### src/rtl/ring_dma_chan.sv
module ring_dma_chan #(
  parameter int AW       = 32,
  parameter int IDXW     = 6,
  parameter int POLL_DIV = 4,
  parameter int RST_CYC  = 4
) (
  input  logic            clk,
  input  logic            rst_n,
  input  logic [AW-1:0]   ring_base,
  input  logic [IDXW:0]   ring_len,
  input  logic            dir_tx,
  input  logic            chan_en,
  input  logic            poll_en,
  input  logic            kick,
  input  logic            soft_rst,
  output logic            rst_busy,
  output logic [IDXW-1:0] cur_idx,
  output logic [3:0]      evt,
  output logic            mem_req,
  output logic            mem_we,
  output logic [AW-1:0]   mem_addr,
  output logic [31:0]     mem_wdata,
  input  logic [31:0]     mem_rdata,
  output logic            dat_req,
  output logic [AW-1:0]   dat_addr,
  output logic [15:0]     dat_len,
  output logic [4:0]      dat_off,
  output logic            dat_sop,
  output logic            dat_eop,
  input  logic            dat_ack,
  input  logic [15:0]     dat_cnt,
  input  logic            dat_last
);
  // POLL_DIV must be at least 3
  localparam int PW  = (POLL_DIV > 3) ? $clog2(POLL_DIV) : 1;
  localparam int RCW = $clog2(RST_CYC + 1);
  localparam logic [PW-1:0]  PLIM = PW'(POLL_DIV - 3);

  typedef enum logic [2:0] {
    S_IDLE, S_FC, S_FA, S_LA, S_XF, S_WB, S_POLL, S_RST
  } st_t;

  st_t             st;
  logic [IDXW-1:0] idx;
  logic [31:0]     ctrl_q;
  logic [AW-1:0]   buf_q;
  logic [15:0]     rx_cnt_q;
  logic            rx_last_q;
  logic [PW-1:0]   pcnt;
  logic [RCW-1:0]  rcnt;

  logic [AW-1:0]   desc_addr;
  logic [IDXW:0]   len_m1;
  logic            at_last;
  logic            own_now;
  logic [31:0]     wb_word;

  assign desc_addr = ring_base + AW'({idx, 3'b000});
  assign len_m1    = ring_len - 1'b1;
  assign at_last   = ({1'b0, idx} == len_m1);
  assign own_now   = mem_rdata[31];

  assign wb_word = {1'b0, 1'b1, ctrl_q[29],
                    dir_tx ? ctrl_q[28] : rx_last_q,
                    ctrl_q[27:16],
                    dir_tx ? ctrl_q[15:0] : rx_cnt_q};

  assign mem_req   = (st == S_FC) || (st == S_FA && own_now) || (st == S_WB);
  assign mem_we    = (st == S_WB);
  assign mem_addr  = desc_addr + ((st == S_FA) ? AW'(4) : AW'(0));
  assign mem_wdata = wb_word;

  assign dat_req  = (st == S_XF);
  assign dat_addr = buf_q;
  assign dat_len  = ctrl_q[15:0];
  assign dat_off  = dir_tx ? ctrl_q[27:23] : {2'b00, ctrl_q[25:23]};
  assign dat_sop  = ctrl_q[29];
  assign dat_eop  = ctrl_q[28];

  assign evt[0] = (st == S_FA) && !own_now;
  assign evt[1] = (st == S_WB) && at_last;
  assign evt[2] = (st == S_WB) && wb_word[28];
  assign evt[3] = (st == S_WB);

  assign rst_busy = (st == S_RST);
  assign cur_idx  = idx;

  always_ff @(posedge clk or negedge rst_n) begin
    if (!rst_n) begin
      st        <= S_IDLE;
      idx       <= '0;
      ctrl_q    <= '0;
      buf_q     <= '0;
      rx_cnt_q  <= '0;
      rx_last_q <= 1'b0;
      pcnt      <= '0;
      rcnt      <= '0;
    end else if (soft_rst) begin
      st   <= S_RST;
      idx  <= '0;
      rcnt <= RCW'(RST_CYC - 1);
    end else begin
      case (st)
        S_RST: begin
          if (rcnt == '0) st <= S_IDLE;
          else            rcnt <= rcnt - 1'b1;
        end
        S_IDLE: if (chan_en && ring_len != '0) st <= S_FC;
        S_FC:   st <= S_FA;
        S_FA: begin
          ctrl_q <= mem_rdata;
          if (own_now) st <= S_LA;
          else begin
            pcnt <= '0;
            st   <= S_POLL;
          end
        end
        S_LA: begin
          buf_q <= mem_rdata;
          st    <= S_XF;
        end
        S_XF: if (dat_ack) begin
          rx_cnt_q  <= dat_cnt;
          rx_last_q <= dat_last;
          st        <= S_WB;
        end
        S_WB: begin
          idx <= at_last ? '0 : idx + 1'b1;
          st  <= chan_en ? S_FC : S_IDLE;
        end
        S_POLL: begin
          if (!chan_en)                              st <= S_IDLE;
          else if (kick || (poll_en && pcnt == PLIM)) st <= S_FC;
          else if (pcnt != PLIM)                     pcnt <= pcnt + 1'b1;
        end
        default: st <= S_IDLE;
      endcase
    end
  end
endmodule

### config.mk
export PLATFORM = sky130hd
export DESIGN_NAME = ring_dma_chan
export DESIGN_NICKNAME = d
export VERILOG_FILES = /design/src/rtl/ring_dma_chan.sv
export SDC_FILE = /design/constraint.sdc
export NUM_CORES = 1
export LEC_CHECK = 0
export ABC_AREA = 1
export BUFFER_PORTS_ARGS = -buffer_cell sky130_fd_sc_hd__buf_2
export CAP_MARGIN = 20
export CELL_PAD_IN_SITES_DETAIL_PLACEMENT = 1
export CELL_PAD_IN_SITES_GLOBAL_PLACEMENT = 2
export CORE_MARGIN = 5
export CORE_UTILIZATION = 23
export DETAILED_ROUTE_END_ITERATION = 10
export PLACE_DENSITY = 0.74
export SYNTH_ARGS = -nofsm -noshare
export SYNTH_HDL_FRONTEND = slang
export SYNTH_SLANG_ARGS = --single-unit
### constraint.sdc
create_clock -name clk -period 2.4 [get_ports clk]
set_clock_uncertainty 0.2 [all_clocks]
set_input_delay 0.24 -clock clk [delete_from_list [all_inputs] [get_ports clk]]
set_output_delay 0.24 -clock clk [all_outputs]
set_load 0.05 [all_outputs]
# Word-level counts from Yosys, hierarchy flattened
# Index checks and enable logic that the tools add are counted.
dict set report totals {
  regBits 93
  latchBits 0
  mem_bits_rw 0
  romBits 0
  elab_cells 80
  memories 0
}
dict set report op_classes {
  add_sub_neg 6
  n_mul 0
  div 0
  n_lt_le_gt_ge 0
  eq_ne 19
  shifts 0
  muxes 24
  bitwise_logic 1
  reduce_logical 22
}
# operator count
set ops {}
lappend ops {{two-way mux 3 bit} 11}
lappend ops {{adder 32 x 3 -> 32 bit} 1}
lappend ops {{adder 32 x 9 -> 32 bit} 1}
lappend ops {{one-hot mux 3 bit (8 select lines)} 1}
lappend ops {{two-way mux 6 bit} 3}
lappend ops {{two-way mux 16 bit} 1}
lappend ops {{equality test 3 bit (second input constant)} 4}
lappend ops {{inequality test 2 bit (second input constant)} 5}
lappend ops {{two-way mux 2 bit} 4}
lappend ops {{equality test 6 x 7 -> 1 bit} 1}
lappend ops {{nonzero test 7 bit} 1}
lappend ops {{subtractor 7 x 1 -> 7 bit (second input constant)} 1}
lappend ops {{adder 6 x 1 -> 6 bit (second input constant)} 1}
lappend ops {{equality test 3 x 2 -> 1 bit (second input constant)} 2}
lappend ops {{logical AND 1 bit} 6}
lappend ops {{logical NOT 3 bit} 2}
lappend ops {{inequality test 3 x 2 -> 1 bit (second input constant)} 2}
lappend ops {{AND reduction 2 bit} 3}
lappend ops {{AND reduction 6 bit} 1}
lappend ops {{nonzero test 2 bit} 3}
lappend ops {{two-way mux 5 bit} 1}
lappend ops {{inequality test 4 bit (second input constant)} 1}
lappend ops {{one-hot mux 2 bit (2 select lines)} 1}
lappend ops {{AND reduction 4 bit} 1}
lappend ops {{11 further kinds} 14}

# Depth between registers and ports, before layout
# Gate-level depths: netlist (run 1).
dict set report logic_depth {
  ltp_word 7
  depth_mapped 14
}

# Least setup slack after synthesis (run 1)
# No wires, ideal clock.
dict set report synth_timing {
  kind {register -> output}
  startpoint {register idx[0], in the netlist cur_idx[0]}
  endpoint {output port mem_addr[20]}
  t_arrival_ns 2.654
  path_slack_ns -0.694
  path_stages_with_launch 8
  path_buffers 0
  cell_sequence {dfrtp_1 > inv_1 > fa_1 > o21ai_2 > nand2_1 > nand2_2 > nand3b_1 > xnor2_1}
}
dict set report synth_between {
  elab_chain_cells 2
}
# element line_no
set synth_lines {}
lappend synth_lines {{start, declared} 44} ;# logic [IDXW-1:0] idx;
lappend synth_lines {{start signal, assigned} 128} ;# idx <= at_last ? '0 : idx + 1'b1;
lappend synth_lines {{adder 32 x 9 -> 32 bit} 58} ;# assign desc_addr = ring_base + AW'({idx, 3'b000});
lappend synth_lines {{adder 32 x 3 -> 32 bit} 70} ;# assign mem_addr = desc_addr + ((st == S_FA) ? AW'(4) : AW'(0));
lappend synth_lines {{end, declared} 21} ;# output logic [AW-1:0] mem_addr,
# Every way passes these cells.

# Final worst setup path (run 1)
dict set report layout_timing {
  startpoint {register st[0]}
  endpoint {output port mem_addr[16]}
}
dict set report layout_between {
  elab_chain_cells 3
}
# element line_no
set layout_lines {}
lappend layout_lines {{start, declared} 43} ;# st_t st;
lappend layout_lines {{start signal, assigned} 129} ;# st <= chan_en ? S_FC : S_IDLE;
lappend layout_lines {{equality test 3 x 2 -> 1 bit} 70}
lappend layout_lines {{two-way mux 3 bit} 70}
lappend layout_lines {{adder 32 x 3 -> 32 bit} 70}
# Every way passes these cells.

==> impl_metrics.env, run 1 <==
export IMPL_cp_top_family="simple AND/OR/NAND/NOR gates"
export IMPL_synth_ff_type="dfrtp_1"
export IMPL_hold_path_class="in2reg"
export IMPL_fin_crit_sh_pct=121
export IMPL_maxSlewViolCount=0
export IMPL_setup_violations=28
export IMPL_vias=5651
export IMPL_drive_gt1_share_pct=40.6
export IMPL_n_antenna_cell=0
export IMPL_critPathMaxStageDelay_ns=0.40
export IMPL_total_power_mw=9.66
export IMPL_path_clk_slew_ns=0.08
export IMPL_place_congestion=0.813
export IMPL_fin_crit_ns=2.90
export IMPL_path_buf_inv=4
export IMPL_drt_vias_per_instance=4.26
export IMPL_setup_ws_ns=-0.503
export IMPL_grt_pass1_vias=6177
export IMPL_worstPathCellList="inv_2 -> nand2_4 -> nor2_4 -> ha_4 -> inv_2 -> fa_2 -> o21ai_4 -> nand2_2 -> nand2_4 -> nand2_4 -> buf_6 -> o21ai_4 -> nand2_4 -> buf_8"
export IMPL_cts_htree_levels=3
export IMPL_drt_wirelength_per_cell_um=15.5
export IMPL_synth_edf_count=0
export IMPL_placed_cell_area_um2=7410
export IMPL_cts_tree="yes"
export IMPL_cp_slowest_cell="dfrtp_1"
export IMPL_rr_startpoint="st[1]"
export IMPL_cp_start_kind="flop"
export IMPL_die_x_um=163
export IMPL_core_area_um2=22800
export IMPL_tightest_slew_ns=0.554
export IMPL_start_util_pct=23.6
export IMPL_r2r_cells=7
export IMPL_dp_slack_ns=-0.363
export IMPL_synth_seq_cells=93
export IMPL_cts_sink_count=93
export IMPL_final_cell_mix="199 x nand2_1, 191 x buf_2, 87 x dfrtp_1"
export IMPL_drtPass1Iterations=4
export IMPL_reg2reg_setup_slack_ns=0.38
export IMPL_yosysTopAreaCell="dfrtp_1"
export IMPL_area_delta_synth_final_pct=65.7
export IMPL_yosysWarnings=0
export IMPL_cp_max_fo=5
export IMPL_fin_setup_tns_ns=-9.84
export IMPL_end_kind="primary output"
export IMPL_synth_top_cell_area_share_pct=43.4
export IMPL_grtUsageTotal_pct=15.4
export IMPL_grt_max_degree=61
export IMPL_maxSlewHeadroom_pct=62.8
export IMPL_netlist_area_um2=5370
export IMPL_crit_path_frequent_cell="nand2_4"
export IMPL_finish_net_count=1117
export IMPL_ys_seq_area_share_pct=43.4
export IMPL_antenna_found_initial=0
export IMPL_ios=229
export IMPL_crit_arrival_ns=2.46
export IMPL_cap_violations=0
export IMPL_max_freq_mhz=344
export IMPL_ir_drop_v=0.000838
export IMPL_numCtsBuffers=9
export IMPL_crit_end="mem_addr[16]"
export IMPL_drc=0
export IMPL_rows=55
export IMPL_synth_cell_types=38
export IMPL_dieArea_um2=26500
export IMPL_synthCells=700
export IMPL_ant_nets=0
export IMPL_clk_latency_ns=0.34
export IMPL_grt_ovfl_total=0
export IMPL_ys_top_cells_by_area="dfrtp_1 43%, nand2_1 16%, o21ai_0 6.6%"
export IMPL_grt_pass1_wl_mm=32.9
export IMPL_violations="negative setup slack"
export IMPL_final_common_cell="nand2_1"
export IMPL_async_flop_share_pct=100
export IMPL_p_leak_nw=4.79
export IMPL_rsz0062_at_grt="true"
export IMPL_pwr_density_cell_nw_per_um2=1090
export IMPL_hold_viol=0
export IMPL_status="complete, but fails checks"
export IMPL_dp_hpwl_mm=15.9
export IMPL_clockRootBuffer="clkbuf_16"
export IMPL_syn_area_per_cell_um2=7.67
export IMPL_finish_instance_area_um2=8890
export IMPL_io_buffers=222
export IMPL_synthesis_nets=810
export IMPL_crit_start="st[0]"
export IMPL_first_iter_violations=185
export IMPL_path_class="reg2out"
export IMPL_chipHeight_um=163
export IMPL_cts_max_path_buffers=2
export IMPL_worstSetupPathDepth=14
export IMPL_cp_required_ns=1.96
export IMPL_reg2reg_to="rx_cnt_q[15]"
export IMPL_wirelength_mm=20.6
==> power breakdown <==
| part | switching (mW) | internal [mW] |
|---|---|---|
| sequential | 0.428 | 2.23 |
| clock | 0.732 | 0.740 |
| combinational | 4.03 | 1.51 |
==> metal layers <==
layer / vias up / share of wire (%) / track usage [%]
met3: 19 / 7.2 / 4.94
li1: 2813 / - / -
met1: 2664 / 44 / 19.3
met2: 155 / 48 / 26.1
met4: 0 / 1.2 / 3.32
met5: - / 0 / 0
==> synth_stat cells (9+ instances only) <==
library cell	n
dfrtp_1	93
nand3_1	36
mux2_2	9
xor2_1	13
mux2_4	10
nand2_1	234
a21oi_1	12
ha_1	13
nor2_1	33
clkbuf_1	15
o21ai_0	71
inv_1	87
buf_4	9
nand4_1	10
==> kinds of logic after synthesis <==
family	count (synthesis)	synth area share [%]
adder cells (fa/ha/maj)	14	3.40
multiplexers	19	4.69
flip-flops	93	43.4
buffers and inverters	118	9.05
AND/OR/NAND/NOR	343	27.3
XOR/XNOR	21	3.43
AO/OA/AOI/OAI	90	8.63
other	2	0.140
==> worst min path at each step <==
stage                        from            to  cells after the start
CTS                 mem_rdata[24]  dat_addr[24]                      3
global placement            rst_n   dat_addr[5]                      1
finish              mem_rdata[24]  dat_addr[24]                      3
floorplan                   rst_n     ctrl_q[0]                      0
detailed placement          rst_n   dat_addr[8]                      1
global route        mem_rdata[24]    ctrl_q[24]                      3
==> metrics by stage <==
step / util [%] / hold WS (ns) / instances
floorplan: - / -0.256 / 700
global placement: 32.6 / 0.0513 / 1245
detailed placement: 32.6 / 0.0631 / 1245
CTS: 38.4 / 0.0101 / 1321
global route: 39.0 / 0.0410 / 1325
finish: 39.0 / 0.0229 / 1325
==> state kept, by name, summed over array words and instances (netlist names) <==
signal,flops
rx_cnt_q,16
dat_addr,32
ctrl_q,30
pcnt,2
rx_last_q,1
rcnt,3
cur_idx,6
st,3
==> final cells by class <==
class / instances / area (µm²)
clock inverters: 7 / 75.1
inverters: 92 / 345
repair buffers: 322 / 2290
clock buffers: 9 / 225
well taps: 313 / 392
multi-input cells: 489 / 3230
fillers: 2753 / 13900
flip-flops and latches: 93 / 2330
==> worst register-to-register path, stage by stage (launching register included) <==
cell,delay [ns]
dfrtp_1,0.42
buf_4,0.14
buf_4,0.13
inv_2,0.06
nand2_2,0.12
nor2_8,0.15
nand3_4,0.29
mux2_4,0.40
==> timing repair <==
item                                    CTS  global route
endpoints found under the setup margin   29            30
pin swaps                                25            23
hold buffers                             49             0
buffers inserted                         11            10
resized for setup                       120            36
endpoints found under the hold margin   108             0
(Power assumes the default switching activity.)
==> run 2: changes to the inputs <==
--- a/config.mk
+++ b/config.mk
@@ -5,15 +5,14 @@
 export SDC_FILE = /design/constraint.sdc
 export NUM_CORES = 1
 export LEC_CHECK = 0
-export ABC_AREA = 1
 export BUFFER_PORTS_ARGS = -buffer_cell sky130_fd_sc_hd__buf_2
 export CAP_MARGIN = 20
 export CELL_PAD_IN_SITES_DETAIL_PLACEMENT = 1
 export CELL_PAD_IN_SITES_GLOBAL_PLACEMENT = 2
 export CORE_MARGIN = 5
-export CORE_UTILIZATION = 23
+export CORE_UTILIZATION = 26
 export DETAILED_ROUTE_END_ITERATION = 10
-export PLACE_DENSITY = 0.74
+export PLACE_DENSITY = 0.75
 export SYNTH_ARGS = -nofsm -noshare
 export SYNTH_HDL_FRONTEND = slang
 export SYNTH_SLANG_ARGS = --single-unit
==> run 2 against run 1 <==
The flow still finishes with violations (negative setup slack). Worst setup slack worse by 0.18 ns. Combinational power up 12%. Synthesized cell count down 36%. Total power up 7.5%. Utilization up 6.3 points. Critical endpoint is now mem_addr[29]. Largest cell class unchanged. Highest routed layer unchanged.
==> impl_metrics.env, run 2 <==
export IMPL_status="complete, but fails checks"
export IMPL_violations="negative setup slack"
export IMPL_grtUsageTotal_pct=17.5
export IMPL_dp_cells=956
export IMPL_final_cell_mix="191 x buf_2, 89 x mux2_2, 87 x dfrtp_1"
export IMPL_synth_edf_count=0
export IMPL_first_iter_violations=108
export IMPL_total_power_mw=10.4
export IMPL_ys_seq_area_share_pct=44.8
export IMPL_final_common_cell="buf_2"
export IMPL_drtPass1Iterations=4
export IMPL_dieArea_um2=22900
export IMPL_rsz0062_at_grt="true"
export IMPL_cp_max_fo=6
export IMPL_synthCells=448
export IMPL_netlist_area_um2=5200
export IMPL_numCtsBuffers=9
export IMPL_cts_tree="yes"
export IMPL_hold_ws_ns=0.0338
export IMPL_path_clk_slew_ns=0.07
export IMPL_drc=0
export IMPL_yosysTopAreaCell="dfrtp_1"
export IMPL_drt_vias_per_instance=4.64
export IMPL_drive_gt1_share_pct=62.0
export IMPL_synth_top_cell_area_share_pct=44.8
export IMPL_n_antenna_cell=0
export IMPL_clockRootBuffer="clkbuf_16"
export IMPL_rows=51
export IMPL_grt_ovfl_total=0
export IMPL_async_flop_share_pct=100
export IMPL_finish_net_count=878
export IMPL_wirelength_mm=19.9
export IMPL_utilization_pct=45.3
export IMPL_fin_crit_sh_pct=129
export IMPL_setup_violations=29
export IMPL_p_leak_nw=4.11
export IMPL_cts_htree_levels=3
export IMPL_maxSlewViolCount=0
export IMPL_synth_seq_cells=93
export IMPL_drt_wirelength_per_cell_um=19.1
export IMPL_place_congestion=0.810
export IMPL_finish_instance_area_um2=8880
export IMPL_stdcell_count=1038
export IMPL_fin_crit_ns=3.09
export IMPL_yosysWarnings=0
export IMPL_hold_path_class="in2reg"
export IMPL_grt_pass1_wl_mm=31.1
export IMPL_netlist_top_cells_count="93 x dfrtp_1, 89 x mux2_2, 28 x nand2_1, 28 x xnor2_1, 16 x inv_1"
export IMPL_placed_cell_area_um2=7440
export IMPL_setup_ws_ns=-0.685
export IMPL_cap_violations=0
export IMPL_ys_top_cells_by_area="dfrtp_1 45%, mux2_2 19%, xnor2_1 4.7%"
export IMPL_max_freq_mhz=324
export IMPL_hold_viol=0
export IMPL_syn_area_per_cell_um2=11.6
export IMPL_ant_nets=0
export IMPL_synth_ff_type="dfrtp_1"
export IMPL_cts_max_path_buffers=2
export IMPL_die_x_um=151
export IMPL_vias=4813
export IMPL_start_util_pct=26.5
export IMPL_yosysMostFrequentCell="dfrtp_1"
export IMPL_dp_hpwl_mm=14.5
export IMPL_largest_reg_flops=32
export IMPL_crit_arrival_ns=2.65
export IMPL_maxSlewHeadroom_pct=66.3
export IMPL_cp_start_kind="flop"
export IMPL_grt_pass1_vias=5606
export IMPL_end_kind="primary output"
export IMPL_grt_max_degree=41
export IMPL_cp_required_ns=1.96
export IMPL_path_class="reg2out"
export IMPL_io_buffers=222
export IMPL_synthesis_nets=558
export IMPL_fillers=2113
export IMPL_core_area_um2=19600
export IMPL_tightest_slew_ns=0.503
export IMPL_pwr_density_cell_nw_per_um2=1170
export IMPL_clk_latency_ns=0.35
export IMPL_area_delta_synth_final_pct=70.8
export IMPL_ios=229
export IMPL_antenna_found_initial=0
export IMPL_cts_sink_count=93
export IMPL_ir_drop_v=0.00101
export IMPL_chipHeight_um=151
export IMPL_synth_cell_types=60
[run 2: changes by cell type after synthesis, sizes merged, moves of 6 or more]
cell,delta
nand3b,-6
nand4,-6
mux2,+78
nor2,-20
clkbuf,-11
xnor2,+20
nand2,-210
buf,+10
o21ai,-63
nand3,-28
nor3,+8
inv,-75
[run 2: routing by layer]
layer	global-route usage, %	vias up	part of all wire, %
met2	31.4	175	51
met3	5.33	14	8.6
met5	0	-	0
met1	19.9	2389	39
li1	-	2235	-
met4	5.08	0	1.3
[run 2: final cells by class]
type | instances | area [µm²] | area share (%)
clock buffer | 9 | 225 | 2.54
multi-input combinational | 314 | 3490 | 39.3
timing repair buffer | 334 | 2360 | 26.6
clock inverter | 7 | 73.8 | 0.832
inverter | 16 | 62.6 | 0.705
sequential | 93 | 2330 | 26.3
tap | 265 | 332 | 3.74
[run 2: worst max-delay path: stages, from the launching register on]
cell and delay, ns:
dfrtp_1 0.42, nand2_4 0.10, nor2_4 0.04, ha_4 0.16, buf_4 0.13, a211oi_4 0.30, nor3_4 0.09, o41a_1 0.39
buf_6 0.16, nand4_1 0.18, xnor2_4 0.14, buf_6 0.18
[run 2: power breakdown]
group | switching [mW] | internal [mW] | total (mW)
combinational | 4.37 | 1.83 | 6.20
clock | 0.705 | 0.738 | 1.44
sequential | 0.459 | 2.29 | 2.75
total | 5.53 | 4.86 | 10.4
[run 2: cell families (layout without fill, tap and decap cells)]
family	count (synthesis)	after routing	synth area share, %
other	2	2	0.145
buffers and inverters	41	366	3.95
AOI/OAI and AO/OA	55	55	7.68
xor gates and xnor gates	38	38	6.41
DFF	93	93	44.8
and+or+nand+nor	105	105	11.9
adders and majority gates	14	14	3.52
muxes	100	100	21.6
[run 2: repair_timing]
| item | in CTS | in global routing |
|---|---|---|
| gates resized for setup | 95 | 27 |
| pin swaps | 37 | 20 |
| setup buffers | 12 | 10 |
| endpoints found under the hold margin | 108 | 0 |
| hold buffers | 49 | 0 |
| gates cloned | 1 | 0 |
| setup endpoints to repair | 30 | 30 |
[run 2: final timing paths]
kind,startpoint,depth (start not counted),slack [ns],to
min,mem_rdata[31],2,0.03,dat_addr[31]
max,st[1],11,-0.69,mem_addr[29]
min reg2reg,rx_cnt_q[11],1,0.30,rx_cnt_q[11]
max reg2reg,cur_idx[4],9,0.10,cur_idx[3]
min in group asynchronous,rst_n,2,0.17,dat_addr[18]
max in group asynchronous,rst_n,3,1.14,ctrl_q[28]
[run 2: metrics by stage]
step	worst slack, ns	setup TNS [ns]
2_1_floorplan	-0.452	-8.57
3_3_place_gp	-0.415	-7.75
3_5_place_dp	-0.510	-9.61
4_1_cts	-0.746	-15.88
5_1_grt	-0.809	-18.79
6_report	-0.685	-15.38
==> run 3: changes to the inputs <==
--- a/config.mk
+++ b/config.mk
@@ -9,6 +9,7 @@
 export CAP_MARGIN = 20
 export CELL_PAD_IN_SITES_DETAIL_PLACEMENT = 1
 export CELL_PAD_IN_SITES_GLOBAL_PLACEMENT = 2
+export CORE_ASPECT_RATIO = 0.9
 export CORE_MARGIN = 5
 export CORE_UTILIZATION = 26
 export DETAILED_ROUTE_END_ITERATION = 10
==> run 3 against run 2 <==
Critical endpoint is now mem_addr[13]. Final cell count rose by 0.48%. Highest routed layer unchanged. Routed wire length is 2.9% higher. Maximum frequency down 3.4%. The flow still finishes with violations (negative setup slack). Sequential share of layout area down 0.25 points.
==> impl_metrics.env, run 3 (synthesis results as in run 2) <==
export IMPL_clockRootBuffer="clkbuf_16"
export IMPL_max_freq_mhz=313
export IMPL_rows=49
export IMPL_placed_cell_area_um2=7460
export IMPL_cap_violations=0
export IMPL_ios=229
export IMPL_finish_net_count=890
export IMPL_cts_max_path_buffers=2
export IMPL_cp_start_kind="flop"
export IMPL_cp_required_ns=1.96
export IMPL_pwr_density_cell_nw_per_um2=1160
export IMPL_start_util_pct=26.2
export IMPL_setup_ws_ns=-0.795
export IMPL_first_iter_violations=117
export IMPL_fin_setup_tns_ns=-17.30
export IMPL_p_leak_nw=4.16
export IMPL_wirelength_mm=20.4
export IMPL_violations="negative setup slack"
export IMPL_tightest_slew_ns=0.566
export IMPL_grt_pass1_vias=5644
export IMPL_grt_max_degree=43
export IMPL_area_delta_synth_final_pct=72.5
export IMPL_dp_hpwl_mm=14.4
export IMPL_grt_pass1_wl_mm=30.5
export IMPL_drive_gt1_share_pct=61.9
export IMPL_numCtsBuffers=9
export IMPL_fin_crit_sh_pct=133
export IMPL_place_congestion=0.833
export IMPL_cts_htree_levels=3
export IMPL_ir_drop_v=0.000883
export IMPL_cts_sink_count=93
export IMPL_ant_nets=0
export IMPL_maxSlewHeadroom_pct=62.3
export IMPL_status="complete, but fails checks"
export IMPL_cp_max_fo=3
export IMPL_io_buffers=222
export IMPL_maxSlewViolCount=0
export IMPL_cts_tree="yes"
export IMPL_grt_ovfl_total=0
export IMPL_core_area_um2=19800
export IMPL_path_clk_slew_ns=0.07
export IMPL_crit_arrival_ns=2.75
export IMPL_largest_reg_flops=32
export IMPL_die_x_um=159
export IMPL_end_kind="primary output"
export IMPL_setup_violations=28
export IMPL_dieArea_um2=22900
export IMPL_drt_wirelength_per_cell_um=19.6
export IMPL_hold_path_class="in2reg"
export IMPL_final_common_cell="buf_2"
export IMPL_rsz0062_at_grt="true"
export IMPL_hold_viol=0
export IMPL_clk_latency_ns=0.34
export IMPL_drtPass1Iterations=4
export IMPL_path_class="reg2out"
export IMPL_chipHeight_um=144
export IMPL_finish_instance_area_um2=8960
export IMPL_drc=0
export IMPL_drt_vias_per_instance=4.71
export IMPL_vias=4911
export IMPL_final_cell_mix="191 x buf_2, 89 x mux2_2, 87 x dfrtp_1"
export IMPL_hold_ws_ns=0.0984
export IMPL_antenna_found_initial=2
export IMPL_dp_slack_ns=-0.542
export IMPL_fin_crit_ns=3.19
export IMPL_grtUsageTotal_pct=16.5
[run 3: cell count changes in the layout (fill, tap and decap cells not counted), sizes merged]
cell	previous run	this run
bufinv	0	1
dlygate4sd3	49	50
clkinv	3	2
inv	20	19
buf	285	295
diode	0	3
clkbuf	9	11
[run 3: stage by stage]
step	instances	power, mW	util (%)
after detailed placement	953	8.68	37.7
after CTS	1029	10.4	44.1
after global placement	953	8.54	37.7
after global routing	1042	10.9	45.2
final	1043	10.4	45.3
after floorplan	448	7.12	-
[run 3: routing by layer]
layer | vias to the layer above | GRT usage, % | share of wire, %
met3 | 34 | 4.56 | 6.0
met2 | 149 | 30.9 | 55
met5 | - | 0 | 0
met4 | 0 | 6.33 | 2.9
met1 | 2464 | 17.8 | 36
li1 | 2264 | - | -
[run 3: layout make-up]
cell class,instances,area [µm²]
clock buffer,10,239
inverter,16,62.6
antenna,3,7.51
tap,255,319
sequential,93,2330
fill,2146,10800
multi-input combinational,314,3450
timing repair buffer,346,2470
clock inverter,6,80.1
[run 3: final timing paths]
kind / start / end / slack (ns) / depth (start not counted)
setup reg to reg: cur_idx[5] / cur_idx[4] / 0.16 / 8
min in group asynchronous: rst_n / ctrl_q[18] / 0.22 / 2
setup / recovery: st[1] / mem_addr[13] / -0.79 / 13
hold / removal: soft_rst / rcnt[2] / 0.1 / 2
hold reg to reg: dat_addr[8] / dat_addr[8] / 0.29 / 1
max in group asynchronous: rst_n / ctrl_q[28] / 1.00 / 3
[run 3: worst max-delay path: stages, from the launching register on]
cell,delay [ns]
dfrtp_1,0.41
nand2_4,0.10
nor2_4,0.04
ha_4,0.16
buf_4,0.14
buf_6,0.11
a211oi_4,0.30
nor3_4,0.10
o41a_1,0.38
buf_6,0.16
buf_12,0.13
nand3_4,0.09
xnor2_4,0.12
buf_6,0.17
[run 3: where the power goes]
part           internal (mW)  switching [mW]  total, mW
clock network          0.858           0.649       1.51
logic                   1.82            4.34       6.16
registers               2.29           0.454       2.74
[run 3: timing repair]
action,in CTS,in global routing
resized for setup,95,21
endpoints found under the setup margin,29,30
buffers inserted,12,11
endpoints found under the hold margin,118,0
cloned,0,1
pin swaps,28,20
hold buffers,50,0
